`src/rtl/idle_seq_pkg.sv`:
```
package idle_seq_pkg;

    localparam int STEP_W  = 3;
    localparam int DEPTH_W = 3;
    localparam int N_MEAS  = 5;
    localparam int N_FREE  = 2;   // rungs without handshake: halt, clock gate

    typedef logic [STEP_W-1:0]  step_t;
    typedef logic [DEPTH_W-1:0] depth_t;
    typedef logic [N_MEAS-1:0]  meas_vec_t;

    typedef enum logic [1:0] {
        PH_RUN   = 2'd0,
        PH_ENTER = 2'd1,
        PH_EXIT  = 2'd2
    } phase_e;

    typedef struct packed {
        logic vret;
        logic pll;
        logic bus;
        logic gate;
        logic halt;
    } meas_t;

    localparam step_t RUNG_GATE = step_t'(2);

    function automatic step_t steps_for(input depth_t d);
        return step_t'(d) + step_t'(1);
    endfunction

    function automatic depth_t depth_of(input step_t s);
        return (s < RUNG_GATE) ? '0 : depth_t'(s - step_t'(1));
    endfunction

endpackage

```
`src/rtl/idle_goal_reg.sv`:
```
module idle_goal_reg
    import idle_seq_pkg::*;
#(
    parameter int TGT_W     = 3,
    parameter int MAX_DEPTH = 4
) (
    input  logic             clk,
    input  logic             rst,
    input  logic             load,
    input  logic [TGT_W-1:0] target,
    output logic             target_nz,
    output step_t            goal_steps
);
    localparam logic [TGT_W-1:0] LIM = TGT_W'(MAX_DEPTH);

    depth_t clamped;

    always_comb begin
        if (target > LIM) clamped = depth_t'(MAX_DEPTH);
        else              clamped = depth_t'(target);
    end

    assign target_nz = |target;

    always_ff @(posedge clk) begin
        if (rst)       goal_steps <= '0;
        else if (load) goal_steps <= steps_for(clamped);
    end
endmodule

```
`src/rtl/idle_step_ctrl.sv`:
```
module idle_step_ctrl
    import idle_seq_pkg::*;
(
    input  logic   clk,
    input  logic   rst,
    input  logic   idle_req,
    input  logic   target_nz,
    input  logic   wake,
    input  logic   settled,
    input  step_t  goal_steps,
    output step_t  step,
    output phase_e phase,
    output logic   start
);
    step_t  step_n;
    phase_e phase_n;

    assign start = (phase == PH_RUN) && idle_req && target_nz && !wake;

    always_comb begin
        step_n  = step;
        phase_n = phase;
        unique case (phase)
            PH_RUN: begin
                if (start) begin
                    step_n  = step_t'(1);
                    phase_n = PH_ENTER;
                end
            end
            PH_ENTER: begin
                if (wake) begin
                    phase_n = PH_EXIT;
                    if (settled) begin
                        step_n = step - step_t'(1);
                        if (step == step_t'(1)) phase_n = PH_RUN;
                    end
                end else if (settled && (step < goal_steps)) begin
                    step_n = step + step_t'(1);
                end
            end
            PH_EXIT: begin
                if (settled) begin
                    step_n = step - step_t'(1);
                    if (step == step_t'(1)) phase_n = PH_RUN;
                end
            end
            default: begin
                step_n  = '0;
                phase_n = PH_RUN;
            end
        endcase
    end

    always_ff @(posedge clk) begin
        if (rst) begin
            step  <= '0;
            phase <= PH_RUN;
        end else begin
            step  <= step_n;
            phase <= phase_n;
        end
    end
endmodule

```
`src/rtl/idle_meas_decode.sv`:
```
module idle_meas_decode
    import idle_seq_pkg::*;
(
    input  step_t                   step,
    input  logic [N_MEAS-N_FREE-1:0] acks,
    output meas_t                   meas,
    output logic                    settled,
    output depth_t                  depth
);
    meas_vec_t req_vec;
    meas_vec_t match;

    generate
        for (genvar k = 0; k < N_MEAS; k++) begin : g_rung
            assign req_vec[k] = (step > step_t'(k));
            if (k < N_FREE) begin : g_free
                assign match[k] = 1'b1;
            end else begin : g_hs
                assign match[k] = (acks[k-N_FREE] == req_vec[k]);
            end
        end
    endgenerate

    assign meas    = meas_t'(req_vec);
    assign settled = &match;
    assign depth   = depth_of(step);
endmodule

```
`src/rtl/idle_depth_seq.sv`:
```
module idle_depth_seq
    import idle_seq_pkg::*;
#(
    parameter int TGT_W     = 3,
    parameter int MAX_DEPTH = 4
) (
    input  logic             clk,
    input  logic             rst,
    input  logic             idle_req,
    input  logic [TGT_W-1:0] idle_target,
    input  logic             wake,
    input  logic             bus_grant,
    input  logic             pll_off_ack,
    input  logic             vret_ack,
    output logic             halt,
    output logic             clk_gate,
    output logic             bus_quiet_req,
    output logic             pll_off_req,
    output logic             vret_req,
    output logic [2:0]       depth_now
);
    step_t  step;
    step_t  goal_steps;
    phase_e phase;
    logic   start;
    logic   target_nz;
    logic   settled;
    meas_t  meas;
    depth_t depth;

    idle_goal_reg #(.TGT_W(TGT_W), .MAX_DEPTH(MAX_DEPTH)) u_goal (
        .clk        (clk),
        .rst        (rst),
        .load       (start),
        .target     (idle_target),
        .target_nz  (target_nz),
        .goal_steps (goal_steps)
    );

    idle_step_ctrl u_ctrl (
        .clk        (clk),
        .rst        (rst),
        .idle_req   (idle_req),
        .target_nz  (target_nz),
        .wake       (wake),
        .settled    (settled),
        .goal_steps (goal_steps),
        .step       (step),
        .phase      (phase),
        .start      (start)
    );

    idle_meas_decode u_dec (
        .step    (step),
        .acks    ({vret_ack, pll_off_ack, bus_grant}),
        .meas    (meas),
        .settled (settled),
        .depth   (depth)
    );

    assign halt          = meas.halt;
    assign clk_gate      = meas.gate;
    assign bus_quiet_req = meas.bus;
    assign pll_off_req   = meas.pll;
    assign vret_req      = meas.vret;
    assign depth_now     = 3'(depth);
endmodule

```
`config.mk`:
```
export PLATFORM = sky130hd
export DESIGN_NAME = idle_depth_seq
export DESIGN_NICKNAME = d
export VERILOG_FILES = /design/src/rtl/idle_seq_pkg.sv /design/src/rtl/idle_goal_reg.sv /design/src/rtl/idle_step_ctrl.sv /design/src/rtl/idle_meas_decode.sv /design/src/rtl/idle_depth_seq.sv
export SDC_FILE = /design/constraint.sdc
export NUM_CORES = 1
export LEC_CHECK = 0
export CELL_PAD_IN_SITES_DETAIL_PLACEMENT = 1
export CELL_PAD_IN_SITES_GLOBAL_PLACEMENT = 1
export CORE_MARGIN = 2
export CORE_UTILIZATION = 30
export CTS_CLUSTER_DIAMETER = 150
export DETAILED_ROUTE_END_ITERATION = 10
export PLACE_DENSITY = 0.78
export SLEW_MARGIN = 20
export SYNTH_ARGS = -nofsm -noshare
export SYNTH_HDL_FRONTEND = slang
export SYNTH_SLANG_ARGS = --single-unit
```
`constraint.sdc`:
```
create_clock -name clk -period 3.65 [get_ports clk]
set_clock_uncertainty 0.15 [all_clocks]
set_input_delay 1.095 -clock clk [delete_from_list [all_inputs] [get_ports clk]]
set_output_delay 1.095 -clock clk [all_outputs]
set_load 0.1 [all_outputs]
```
==> flow_metrics.tcl <==
set metrics [dict create \
    outcome "finished, final reports clean" \
    cts_resized 0 \
    htreeDepth 1 \
    synth.area.mux_share_pct 2.84 \
    clockRootBuffer "clkbuf_4" \
    drc 0 \
    drive_above_1_share_pct 18.9 \
    worstHoldPathType "flop to flop" \
    worstPathCellList "inv_1 > ha_1 > ha_1 > nor2_1 > buf_12" \
    clkSinkCount 8 \
    wl_mm 1.88 \
    die_x_um 54.0 \
    stdcell_count 136 \
    regArea_sq_um 160 \
    slowest_delay_ns 0.57 \
    min_period_over_period_pct 88.1 \
    overflow 0 \
    dp_cells 133 \
    ys_ff_latch 8 \
    slew_headroom_pct 70.9 \
    die_y_um 54.0 \
    use_met3_pct 2.50 \
    peakVddDrop_uv 167 \
    async_reset_ff_share_pct 0 \
    total_power_mw 0.278 \
    path_buf_inv 2 \
    grt_max_degree 10 \
    n_antenna_cell 0 \
    place_hpwl_mm 1.51 \
    coreArea_sq_um 2430 \
    synth-warning-count 0 \
    ant_nets 0 \
    synth_nets 106 \
    syn_avg_cell_area_sq_um 8.61 \
    synth_fa_ha_area_share_pct 15.0 \
    netlist_area_sq_um 749 \
    synth-compound-area-share_pct 24.2 \
    die_area_sq_um 2910 \
    synth_cells 87 \
    route.vias.total 712 \
    holdBufCountCts 0 \
    max_freq_mhz 311 \
    cts_buffers 3 \
    use_met1_pct 19.1 \
    slowest_stage "dfxtp_1" \
    required_ns 2.40 \
    crit_type "flop to primary output" \
    place_congestion 0.808 \
    clock_path_buffers 2 \
    synth_simple_gate_area_share_pct 26.9 \
    cp-end-kind "primary output" \
    synth_xor_area_share_pct 4.67 \
    start_util_pct 30.8 \
    grt_pass1_wl_mm 3.28 \
    postCtsSetupRepairBufs 0 \
    grt_pass1_vias 733 \
    leakagePower_nw 0.417 \
    arrival_ns 1.97 \
    power_density_nw_per_um2 287 \
    num-nets-final 127 \
    period_minus_slack_ns 3.22 \
    synth_top_family_by_area "simple AND/OR/NAND/NOR gates" \
    io_pins 18 \
    setup_viol 0 \
    worstPathMaxFanout 9 \
    tightest_slew_ns 0.436 \
    grtUsageTotal_pct 15.6 \
    start_kind "flop" \
    synth-edff-count 0 \
    max_cap_viol_count 0 \
    fill_cells 308 \
    syn2layout_area_growth_pct 29.2 \
    cts.clk_slew.worst_paths_ns 0.06 \
    rsz0062_at_grt "no" \
    crit_top_cell "ha_1" \
    cts_tree "done" \
    ys_types 37 \
    ys_seq_area_share_pct 21.4 \
    fp-row-count 18 \
    yosys_most_used_dff "dfxtp_1" \
    fin_setup_tns_ns 0 \
    grtUsageMet2_pct 27.4 \
    firstDrtPassIters 2 \
    first_iter_violations 10 \
    wl_per_cell_um 13.8 \
    cp_top_family "flip-flops" \
    antenna_found_initial 0 \
    grt.busiest_layer "met2" \
    numPortBuffers 17 \
    slew_viol_final 0 \
    multi_input_area_sq_um 552 \
    insertion_delay_ns 0.26 \
    avgViaCountPerCell 5.24 \
    hold_viol 0 \
]
==> flip-flops by register name (all words and copies together) (netlist names) <==
register / cells
u_goal.goal_steps: 3
u_ctrl.step: 3
u_ctrl.phase: 2
==> cell usage in the layout, fill, tap and decap left out, drive strengths merged, types with 2 or more instances in the layout <==
cell            n
a21oi           3
nor3            5
ha              9
buf             8
nor2           13
xnor2           2
nand2b          4
xor2            2
nand2           2
nor4b           2
nor2b           3
clkbuf          3
o32ai           2
inv             9
clkdlybuf4s50   9
dfxtp           8
a211oi          2
a31oi           2
==> Yosys cell counts, drive strengths merged (2+ instances only) <==
cell    instances  area share, %
ha              9             15
nor4b           2            5.2
nand2           2            1.0
a21oi           3            3.5
nor3            5            5.3
o32ai           2            2.3
xnor2           2            2.3
nor2           13            6.5
inv             9            4.5
dfxtp           8             21
a211oi          2            2.0
a31oi           2            1.7
xor2            2            2.3
nor2b           3            2.5
nand2b          4            3.3
==> cell families after synthesis <==
group,Yosys count
and+or+nand+nor,32
AOI/OAI and AO/OA,22
buffers and inverters,10
xor gates and xnor gates,4
adders and majority gates,9
DFF,8
muxes,2
==> final cells by class <==
type | count | area share (%)
multi-input cells | 69 | 57.0
clock buffers | 3 | 2.33
repair buffers | 17 | 16.8
inverters | 9 | 3.49
well taps | 30 | 3.88
flip-flops and latches | 8 | 16.5
==> worst reg2reg max path: cells and delay by family (launching register included) <==
kind            cells  cell delay [ns]
buf+inv             2             0.24
flops               1             0.57
compound gates      1             0.17
xor+xnor            1             0.12
simple gates        3             0.84
fa+ha+maj           2             0.41
==> power by group <==
part | internal [mW] | switching [mW]
registers | 0.0924 | 0.00855
clock network | 0.0378 | 0.0322
logic | 0.0400 | 0.0670
total | 0.170 | 0.108
==> path summary, 6_finish.rpt <==
path | startpoint | end | slack (ns) | cells past startpoint
setup / recovery | u_ctrl.step[0]$_SDFFE_PP0P_ | depth_now[2] | 0.43 | 5
hold / removal | u_goal.goal_steps[1]$_SDFFE_PP0P_ | u_goal.goal_steps[1]$_SDFFE_PP0P_ | 0.35 | 2
setup reg to reg | u_ctrl.step[0]$_SDFFE_PP0P_ | u_ctrl.step[0]$_SDFFE_PP0P_ | 1.05 | 9
hold reg to reg | u_goal.goal_steps[1]$_SDFFE_PP0P_ | u_goal.goal_steps[1]$_SDFFE_PP0P_ | 0.35 | 2
==> per-stage QoR <==
step	util (%)	hold slack (ns)	worst slack, ns	instance area (sq um)
6_report	39.8	0.350	0.433	968
3_3_place_gp	38.9	0.329	0.674	946
3_5_place_dp	38.9	0.339	0.688	946
4_1_cts	39.8	0.352	0.406	968
2_1_floorplan	-	0.310	0.0186	749
5_1_grt	39.8	0.400	0.282	968
==> per-layer routing <==
| layer | routed length, um | share of wire [%] |
|---|---|---|
| met1 | 878 | 47 |
| met2 | 882 | 47 |
| met3 | 104 | 5.5 |
| met4 | 16 | 0.85 |
| met5 | 0 | 0 |
Power figures use the tool's default switching activity.
